File: src/rtl/chain_dma_pkg.sv
package chain_dma_pkg;

    localparam int REG_W = 32;
    localparam int SEL_W = 4;
    localparam logic [REG_W-1:0] FRAME_BIAS = 32'd15;

    typedef enum logic [SEL_W-1:0] {
        SEL_CTRL       = 4'd0,
        SEL_CUR_ADDR   = 4'd1,
        SEL_CUR_LIM    = 4'd2,
        SEL_CONT_START = 4'd3,
        SEL_CONT_STOP  = 4'd4,
        SEL_SAV_ADDR   = 4'd5,
        SEL_SAV_LIM    = 4'd6,
        SEL_SAV_START  = 4'd7,
        SEL_SAV_STOP   = 4'd8
    } reg_sel_e;

    // Readable status, packed so that enable sits at bit 0.
    typedef struct packed {
        logic bus_exc;
        logic done;
        logic dir_in;
        logic update;
        logic enable;
    } chan_stat_t;

    // One-hot write commands.
    typedef struct packed {
        logic flush;
        logic reset;
        logic clr_done;
        logic dir_out;
        logic dir_in;
        logic update;
        logic enable;
    } chan_cmd_t;

    function automatic chan_cmd_t decode_cmd(input logic [REG_W-1:0] w);
        chan_cmd_t c;
        c = chan_cmd_t'(w[6:0]);
        return c;
    endfunction

    // Remove an end-of-frame marker and its bias from a limit value.
    function automatic logic [REG_W-1:0] strip_mark(input logic [REG_W-1:0] lim);
        logic [REG_W-1:0] r;
        if (lim[REG_W-1])
            r = {1'b0, lim[REG_W-2:0]} - FRAME_BIAS;
        else
            r = lim;
        return r;
    endfunction

endpackage

File: src/rtl/chain_dma_addr.sv
module chain_dma_addr
    import chain_dma_pkg::*;
#(
    parameter int STEP       = 4,
    parameter bit FRAME_MARK = 1'b1
) (
    input  logic             clk,
    input  logic             rst,
    input  logic             wr_en,
    input  logic [SEL_W-1:0] wr_sel,
    input  logic [REG_W-1:0] wr_data,
    input  logic             beat,
    input  logic             handoff,
    input  logic             stop_evt,
    output logic [REG_W-1:0] cur_addr,
    output logic [REG_W-1:0] cur_lim,
    output logic [REG_W-1:0] cont_start,
    output logic [REG_W-1:0] cont_stop,
    output logic [REG_W-1:0] sav_addr,
    output logic [REG_W-1:0] sav_lim,
    output logic [REG_W-1:0] sav_start,
    output logic [REG_W-1:0] sav_stop,
    output logic             hit
);

    localparam logic [REG_W-1:0] STEP_W = REG_W'(STEP);

    logic [REG_W-1:0] eff_lim;
    logic             wr_cur_addr;
    logic             wr_cur_lim;
    logic             wr_start;
    logic             wr_stop;

    assign wr_cur_addr = wr_en && (reg_sel_e'(wr_sel) == SEL_CUR_ADDR);
    assign wr_cur_lim  = wr_en && (reg_sel_e'(wr_sel) == SEL_CUR_LIM);
    assign wr_start    = wr_en && (reg_sel_e'(wr_sel) == SEL_CONT_START);
    assign wr_stop     = wr_en && (reg_sel_e'(wr_sel) == SEL_CONT_STOP);

    generate
        if (FRAME_MARK) begin : g_mark
            assign eff_lim = strip_mark(cur_lim);
        end else begin : g_plain
            assign eff_lim = cur_lim;
        end
    endgenerate

    assign hit = (cur_addr == eff_lim);

    always_ff @(posedge clk) begin
        if (rst) begin
            cur_addr   <= '0;
            cur_lim    <= '0;
            cont_start <= '0;
            cont_stop  <= '0;
            sav_addr   <= '0;
            sav_lim    <= '0;
            sav_start  <= '0;
            sav_stop   <= '0;
        end else begin
            if (handoff) begin
                cur_addr <= cont_start;
                cur_lim  <= cont_stop;
                sav_addr <= cont_start;
                sav_lim  <= cont_stop;
            end else begin
                if (beat)
                    cur_addr <= cur_addr + STEP_W;
                if (wr_cur_addr) begin
                    cur_addr <= wr_data;
                    sav_addr <= wr_data;
                end
                if (wr_cur_lim) begin
                    cur_lim <= wr_data;
                    sav_lim <= wr_data;
                end
                if (stop_evt)
                    sav_lim <= cur_addr;
            end
            if (wr_start) begin
                cont_start <= wr_data;
                sav_start  <= wr_data;
            end
            if (wr_stop) begin
                cont_stop <= wr_data;
                sav_stop  <= wr_data;
            end
        end
    end

    // an accepted beat moves the running address by one word
    p_addr_step_r4: assert property (@(posedge clk) disable iff (rst)
        (beat && !wr_cur_addr && !handoff) |=> (cur_addr == $past(cur_addr) + STEP_W));

    // a hand-off installs the queued start address
    p_handoff_load_r6: assert property (@(posedge clk) disable iff (rst)
        handoff |=> (cur_addr == $past(cont_start)));

endmodule

File: src/rtl/chain_dma_ctrl.sv
module chain_dma_ctrl
    import chain_dma_pkg::*;
(
    input  logic             clk,
    input  logic             rst,
    input  logic             wr_en,
    input  logic [REG_W-1:0] wr_data,
    input  logic             hit,
    input  logic             bus_err,
    output chan_stat_t       stat,
    output logic             handoff,
    output logic             stop_evt,
    output logic             flush
);

    chan_cmd_t  cmd;
    chan_stat_t nxt;
    logic       limit_evt;
    logic       err_evt;

    assign cmd       = decode_cmd(wr_data);
    assign limit_evt = stat.enable && hit;
    assign err_evt   = stat.enable && bus_err;
    assign handoff   = limit_evt && stat.update;
    assign stop_evt  = (limit_evt && !stat.update) || err_evt;
    assign flush     = wr_en && (cmd.reset || cmd.flush);

    always_comb begin
        nxt = stat;
        if (wr_en) begin
            if (cmd.reset) begin
                nxt.enable  = 1'b0;
                nxt.update  = 1'b0;
                nxt.bus_exc = 1'b0;
            end else begin
                if (cmd.enable) nxt.enable = 1'b1;
                if (cmd.update) nxt.update = 1'b1;
            end
            if (cmd.clr_done) nxt.done = 1'b0;
            if (cmd.dir_in)
                nxt.dir_in = 1'b1;
            else if (cmd.dir_out)
                nxt.dir_in = 1'b0;
        end
        // Channel events take precedence over a same-cycle write.
        if (handoff) begin
            nxt.update = 1'b0;
            nxt.done   = 1'b1;
        end else if (stop_evt) begin
            nxt.enable = 1'b0;
            nxt.done   = 1'b1;
        end
        if (err_evt)
            nxt.bus_exc = 1'b1;
    end

    always_ff @(posedge clk) begin
        if (rst)
            stat <= '0;
        else
            stat <= nxt;
    end

    // chained hand-off keeps running, disarmed, with complete raised
    p_handoff_r6: assert property (@(posedge clk) disable iff (rst)
        handoff |=> (stat.enable && stat.done && !stat.update));

    // end-of-chain stop
    p_stop_r7: assert property (@(posedge clk) disable iff (rst)
        stop_evt |=> (!stat.enable && stat.done));

    // bus exception is sticky until a reset command
    p_exc_sticky_r9: assert property (@(posedge clk) disable iff (rst)
        (stat.bus_exc && !(wr_en && cmd.reset)) |=> stat.bus_exc);

    // reset with acknowledge clears the three run bits
    p_reset_clear_r3: assert property (@(posedge clk) disable iff (rst)
        (wr_en && cmd.reset && cmd.clr_done && !limit_evt && !err_evt)
        |=> (!stat.done && !stat.enable && !stat.update));

endmodule

File: src/rtl/chain_dma_mover.sv
module chain_dma_mover
    import chain_dma_pkg::*;
#(
    parameter int DW = 32
) (
    input  logic             clk,
    input  logic             rst,
    input  logic             enable,
    input  logic             dir_in,
    input  logic             hit,
    input  logic             flush,
    input  logic [REG_W-1:0] cur_addr,
    output logic             mem_req,
    output logic             mem_we,
    output logic [REG_W-1:0] mem_addr,
    output logic [DW-1:0]    mem_wdata,
    input  logic [DW-1:0]    mem_rdata,
    input  logic             mem_ready,
    input  logic             mem_err,
    input  logic             in_valid,
    input  logic [DW-1:0]    in_data,
    output logic             in_ready,
    output logic             out_valid,
    output logic [DW-1:0]    out_data,
    input  logic             out_ready,
    output logic             beat,
    output logic             bus_err
);

    logic          active;
    logic          accept;
    logic          buf_full;
    logic [DW-1:0] buf_data;

    assign active    = enable && !hit;
    assign mem_req   = active && (dir_in ? in_valid : !buf_full);
    assign mem_we    = dir_in;
    assign mem_addr  = cur_addr;
    assign mem_wdata = in_data;
    assign accept    = mem_req && mem_ready;
    assign beat      = accept && !mem_err;
    assign bus_err   = accept && mem_err;
    assign in_ready  = dir_in && accept;
    assign out_valid = buf_full;
    assign out_data  = buf_data;

    always_ff @(posedge clk) begin
        if (rst || flush) begin
            buf_full <= 1'b0;
            buf_data <= '0;
        end else begin
            if (out_valid && out_ready)
                buf_full <= 1'b0;
            if (beat && !dir_in) begin
                buf_full <= 1'b1;
                buf_data <= mem_rdata;
            end
        end
    end

    // no memory request once the address has met the limit
    p_no_req_at_limit_r7: assert property (@(posedge clk) disable iff (rst)
        hit |-> !mem_req);

    // an offered output word is held until taken
    p_out_hold_r5: assert property (@(posedge clk) disable iff (rst)
        (out_valid && !out_ready && !flush) |=> (out_valid && $stable(out_data)));

endmodule

File: src/rtl/chain_dma.sv
module chain_dma
    import chain_dma_pkg::*;
#(
    parameter int DW         = 32,
    parameter bit FRAME_MARK = 1'b1
) (
    input  logic             clk,
    input  logic             rst,
    input  logic             reg_wr,
    input  logic [SEL_W-1:0] reg_sel,
    input  logic [REG_W-1:0] reg_wdata,
    output logic [REG_W-1:0] reg_rdata,
    output logic             mem_req,
    output logic             mem_we,
    output logic [REG_W-1:0] mem_addr,
    output logic [DW-1:0]    mem_wdata,
    input  logic [DW-1:0]    mem_rdata,
    input  logic             mem_ready,
    input  logic             mem_err,
    input  logic             in_valid,
    input  logic [DW-1:0]    in_data,
    output logic             in_ready,
    output logic             out_valid,
    output logic [DW-1:0]    out_data,
    input  logic             out_ready,
    output logic             irq
);

    localparam int STEP = DW / 8;

    chan_stat_t       stat;
    logic             handoff;
    logic             stop_evt;
    logic             flush;
    logic             hit;
    logic             beat;
    logic             bus_err;
    logic             wr_ctrl;
    logic [REG_W-1:0] cur_addr, cur_lim, cont_start, cont_stop;
    logic [REG_W-1:0] sav_addr, sav_lim, sav_start, sav_stop;

    assign wr_ctrl = reg_wr && (reg_sel_e'(reg_sel) == SEL_CTRL);

    chain_dma_ctrl u_ctrl (
        .clk      (clk),
        .rst      (rst),
        .wr_en    (wr_ctrl),
        .wr_data  (reg_wdata),
        .hit      (hit),
        .bus_err  (bus_err),
        .stat     (stat),
        .handoff  (handoff),
        .stop_evt (stop_evt),
        .flush    (flush)
    );

    chain_dma_addr #(
        .STEP       (STEP),
        .FRAME_MARK (FRAME_MARK)
    ) u_addr (
        .clk        (clk),
        .rst        (rst),
        .wr_en      (reg_wr),
        .wr_sel     (reg_sel),
        .wr_data    (reg_wdata),
        .beat       (beat),
        .handoff    (handoff),
        .stop_evt   (stop_evt),
        .cur_addr   (cur_addr),
        .cur_lim    (cur_lim),
        .cont_start (cont_start),
        .cont_stop  (cont_stop),
        .sav_addr   (sav_addr),
        .sav_lim    (sav_lim),
        .sav_start  (sav_start),
        .sav_stop   (sav_stop),
        .hit        (hit)
    );

    chain_dma_mover #(
        .DW (DW)
    ) u_mover (
        .clk       (clk),
        .rst       (rst),
        .enable    (stat.enable),
        .dir_in    (stat.dir_in),
        .hit       (hit),
        .flush     (flush),
        .cur_addr  (cur_addr),
        .mem_req   (mem_req),
        .mem_we    (mem_we),
        .mem_addr  (mem_addr),
        .mem_wdata (mem_wdata),
        .mem_rdata (mem_rdata),
        .mem_ready (mem_ready),
        .mem_err   (mem_err),
        .in_valid  (in_valid),
        .in_data   (in_data),
        .in_ready  (in_ready),
        .out_valid (out_valid),
        .out_data  (out_data),
        .out_ready (out_ready),
        .beat      (beat),
        .bus_err   (bus_err)
    );

    assign irq = stat.done;

    always_comb begin
        case (reg_sel_e'(reg_sel))
            SEL_CTRL:       reg_rdata = REG_W'(stat);
            SEL_CUR_ADDR:   reg_rdata = cur_addr;
            SEL_CUR_LIM:    reg_rdata = cur_lim;
            SEL_CONT_START: reg_rdata = cont_start;
            SEL_CONT_STOP:  reg_rdata = cont_stop;
            SEL_SAV_ADDR:   reg_rdata = sav_addr;
            SEL_SAV_LIM:    reg_rdata = sav_lim;
            SEL_SAV_START:  reg_rdata = sav_start;
            SEL_SAV_STOP:   reg_rdata = sav_stop;
            default:        reg_rdata = '0;
        endcase
    end

endmodule

File: config.mk
export PLATFORM = sky130hd
export DESIGN_NAME = chain_dma
export DESIGN_NICKNAME = d
export VERILOG_FILES = /design/src/rtl/chain_dma_pkg.sv /design/src/rtl/chain_dma_addr.sv /design/src/rtl/chain_dma_ctrl.sv /design/src/rtl/chain_dma_mover.sv /design/src/rtl/chain_dma.sv
export SDC_FILE = /design/constraint.sdc
export NUM_CORES = 1
export LEC_CHECK = 0
export ABC_AREA = 1
export CORE_MARGIN = 2
export CORE_UTILIZATION = 39
export CTS_CLUSTER_SIZE = 40
export DETAILED_ROUTE_END_ITERATION = 10
export PLACE_DENSITY = 0.65
export SYNTH_ARGS = -nofsm -noshare
export SYNTH_HDL_FRONTEND = slang
export SYNTH_SLANG_ARGS = --single-unit
File: constraint.sdc
create_clock -name clk -period 4.15 [get_ports clk]
set_clock_uncertainty 0.1 [all_clocks]
set_input_delay 0.6225 -clock clk [delete_from_list [all_inputs] [get_ports clk]]
set_output_delay 0.6225 -clock clk [all_outputs]
set_load 0.1 [all_outputs]
==> flow_metrics.env <==
export IMPL_grt_max_degree=82
export IMPL_fmaxAchievable_mhz=262
export IMPL_cts_setup_buffers=0
export IMPL_top_usage_layer="met2"
export IMPL_fin_crit_ns=3.82
export IMPL_cts_hold_buffers=0
export IMPL_areaGrowthSynthToFinish_pct=22.5
export IMPL_place_area_mm2=0.0163
export IMPL_cts_made_buffers=28
export IMPL_port_buffers=175
export IMPL_antenna_found_initial=0
export IMPL_cp_cell_sequence="ha_1, nand3_1, nand3_1, nor2_1, nand3_1, nand3_1, nand2_1, nor2_1, nand2_1, nor2_4, nand2_2, nand3_1, nor2_1, buf_4"
export IMPL_instances_no_fill=2872
export IMPL_min_path_type="primary input to flop"
export IMPL_dp_cells=2821
export IMPL_synth_warnings=0
export IMPL_total_power_mw=5.28
export IMPL_slew_violations=0
export IMPL_path_depth=14
export IMPL_insertion_delay_ns=0.57
export IMPL_r2r_end="u_addr.sav_lim[26]"
export IMPL_dpl_hpwl_um=38400
export IMPL_synth_simple_gate_area_share_pct=31.5
export IMPL_cpMostUsedCell="nand3_1"
export IMPL_vias_per_cell=5.49
export IMPL_drive_gt1_share_pct=6.68
export IMPL_worstSetupEndpointType="output port"
export IMPL_holdWs_ns=0.261
export IMPL_die_w_um=194
export IMPL_crit_path_max_fanout=5
export IMPL_endpoint="in_ready"
export IMPL_yosysSeqAreaShare_pct=32.9
export IMPL_drv_cap=0
export IMPL_routed_wl_um=56100
export IMPL_cts_resized=0
export IMPL_swShare_pct=26.7
export IMPL_vias=15800
export IMPL_start_util_pct=39.5
export IMPL_r2r_start="u_addr.cur_lim[0]"
export IMPL_synth_cell_types=42
export IMPL_r2r_cells=20
export IMPL_cts_tree="yes"
export IMPL_ys_ff_latch=230
export IMPL_critPathRequiredTime_ns=3.43
export IMPL_grtUsageMet2_pct=46.6
export IMPL_core_region_area_mm2=0.0355
export IMPL_h_tree_depth=1
export IMPL_antenna_cells=0
export IMPL_use_met3_pct=5.82
export IMPL_use_met1_pct=37.9
export IMPL_pin_count=240
export IMPL_cp_startpoint="u_addr.cur_lim[0]"
export IMPL_p_per_area_mw_per_mm2=308
export IMPL_hold_violations=0
export IMPL_grt_pass1_vias=15000
export IMPL_status="complete, no violations"
export IMPL_tightest_slew_ns=1.13
export IMPL_setup_viol=0
export IMPL_critPathBufInv=1
export IMPL_ant_nets=0
export IMPL_multi_input_area_mm2=0.00744
export IMPL_synth_compound_area_share_pct=18.7
export IMPL_drtIter0Drc=1762
export IMPL_syn_area_per_cell_um2=6.10
export IMPL_ff_latch_area_mm2=0.00460
export IMPL_fillers=3563
export IMPL_p_seq_share_pct=43.1
export IMPL_worstPathArrival_ns=3.10
export IMPL_cp_top_family="simple AND/OR/NAND/NOR gates"
export IMPL_vdd_drop_max_uv=283
export IMPL_clock_sinks=230
export IMPL_reg2reg_slack_ns=0.54
export IMPL_clk_path_buf_depth=3
export IMPL_layout_nets=2499
export IMPL_hold_depth=2
export IMPL_drc=0
export IMPL_die_y_um=194
export IMPL_startpoint_type="flop"
export IMPL_syn_nets=2407
export IMPL_fin_tns_setup_ns=0
export IMPL_muxShareOfSynthArea_pct=0
export IMPL_track_usage_pct=28.9
export IMPL_first_pass_iters=6
export IMPL_maxSlewHeadroom_pct=24.7
export IMPL_crit_slowest_cell="dfxtp_1"
export IMPL_root_buffer="clkbuf_16"
export IMPL_power_internal_mw=3.87
export IMPL_wl_per_cell_um=19.5
export IMPL_fin_area_mm2=0.0172
export IMPL_path_class="flop to output port"
export IMPL_clkPwrFrac_pct=46.0
export IMPL_p_sw_mw=1.41
export IMPL_combPwrFrac_pct=10.9
export IMPL_grt_first_pass_wirelength_um=86200
export IMPL_synthXorXnorAreaFrac_pct=2.69
export IMPL_synth_area_mm2=0.0140
export IMPL_std_cell_rows=69
export IMPL_synth_fa_ha_area_share_pct=0.179
export IMPL_synthCells=2298
export IMPL_synth_top_family_by_area="simple AND/OR/NAND/NOR gates"
export IMPL_place_gp_congestion=0.952
export IMPL_clk_pin_slew_ns=0.06
export IMPL_finalCritPeriodShare_pct=92.1
export IMPL_critPathMaxStageDelay_ns=0.35
export IMPL_rsz0062_at_grt="no"
export IMPL_dieArea_mm2=0.0375
export IMPL_overflow=0
export IMPL_p_leak_nw=7.74
## power by group through the flow
stage	registers (mW)	clock network, mW	logic [mW]
4_1_cts	2.28	2.46	0.569
6_report	2.28	2.43	0.577
3_3_place_gp	2.32	0	0.561
5_1_grt	2.28	2.54	0.623
2_1_floorplan	2.34	0	0.463
3_5_place_dp	2.32	0	0.567
## sequential cells by signal (all words and copies together), names as in the netlist
signal / flops
u_addr.sav_start: 32
u_mover.out_valid: 1
u_addr.cur_addr: 32
u_ctrl.stat: 5
u_addr.sav_addr: 32
u_mover.out_data: 32
u_addr.sav_stop: 32
u_addr.sav_lim: 32
u_addr.cur_lim: 32
## synth_stat cells, drive strengths merged
library cell / number / area share (%)
ha: 2 / 0.18
a221oi: 18 / 1.1
inv: 318 / 8.5
o21bai: 2 / 0.11
and3: 1 / 0.045
o22ai: 19 / 0.85
o2111ai: 17 / 1.1
a21oi: 149 / 5.3
a31oi: 5 / 0.22
nand3: 97 / 3.6
buf: 76 / 3.4
clkbuf: 81 / 2.2
nor3: 18 / 0.68
clkinv: 2 / 0.054
and2: 1 / 0.045
nor4: 5 / 0.22
nand2: 714 / 19
nor2: 230 / 6.5
o221ai: 12 / 0.75
nand3b: 4 / 0.21
or2: 1 / 0.045
o211ai: 31 / 1.7
xnor2: 9 / 0.56
xor2: 34 / 2.1
a22oi: 7 / 0.37
dfxtp: 230 / 33
o21ai: 198 / 7.1
a41oi: 1 / 0.063
a311oi: 1 / 0.063
nand4: 15 / 0.88
## worst min path at each step
| stage | startpoint | end | slack (ns) |
|---|---|---|---|
| finish | rst | u_ctrl.stat[2] | 0.26 |
| CTS | rst | u_ctrl.stat[2] | 0.26 |
| global placement | u_mover.out_data[27] | u_mover.out_data[27] | 0.35 |
| detailed placement | u_mover.out_data[14] | u_mover.out_data[14] | 0.36 |
| floorplan | u_ctrl.stat[4] | u_ctrl.stat[4] | 0.33 |
| global route | rst | u_ctrl.stat[3] | 0.27 |
## area by class of cell
class,instances,area share [%]
clock buffer,45,4.86
clock inverter,6,0.408
inverter,320,7.01
multi-input combinational,1591,43.3
sequential,230,26.8
tap,461,3.36
timing repair buffer,219,14.2
## cell usage in the layout, fill, tap and decap left out, types with 3 or more instances in the layout
cell type / count
nand2_1: 708
inv_1: 307
dfxtp_1: 230
nor2_1: 215
a21oi_1: 149
o21ai_0: 149
clkdlybuf4s50_1: 140
nand3_1: 95
o21ai_1: 48
buf_4: 42
buf_12: 36
xor2_1: 34
o211ai_1: 31
clkbuf_16: 28
o22ai_1: 19
a221oi_1: 18
o2111ai_1: 17
nor3_1: 16
nand4_1: 13
o221ai_1: 12
nor2_2: 12
inv_2: 11
clkbuf_1: 10
xnor2_1: 9
a22oi_1: 7
clkbuf_8: 7
nand2_2: 6
nor4_1: 5
a31oi_1: 5
nand3b_1: 4
nor2_4: 3
clkinv_2: 3
## cell families after synthesis
family	Yosys count
XOR/XNOR	43
adder cells (fa/ha/maj)	2
AND/OR/NAND/NOR	1086
AO/OA/AOI/OAI	460
flip-flops	230
buffers and inverters	477
## through the flow
stage	setup WS [ns]	utilization, %
2_1_floorplan	0.0992	-
3_3_place_gp	0.693	45.8
3_5_place_dp	0.599	45.8
4_1_cts	0.345	48.4
5_1_grt	0.118	48.4
6_report	0.326	48.4
## routing by layer
| layer | routed length (µm) | share of wire [%] |
|---|---|---|
| met5 | 0 | 0 |
| met4 | 2510 | 4.5 |
| met3 | 6280 | 11 |
| met2 | 24900 | 44 |
| met1 | 22300 | 40 |
Power figures use the tool's default switching activity.
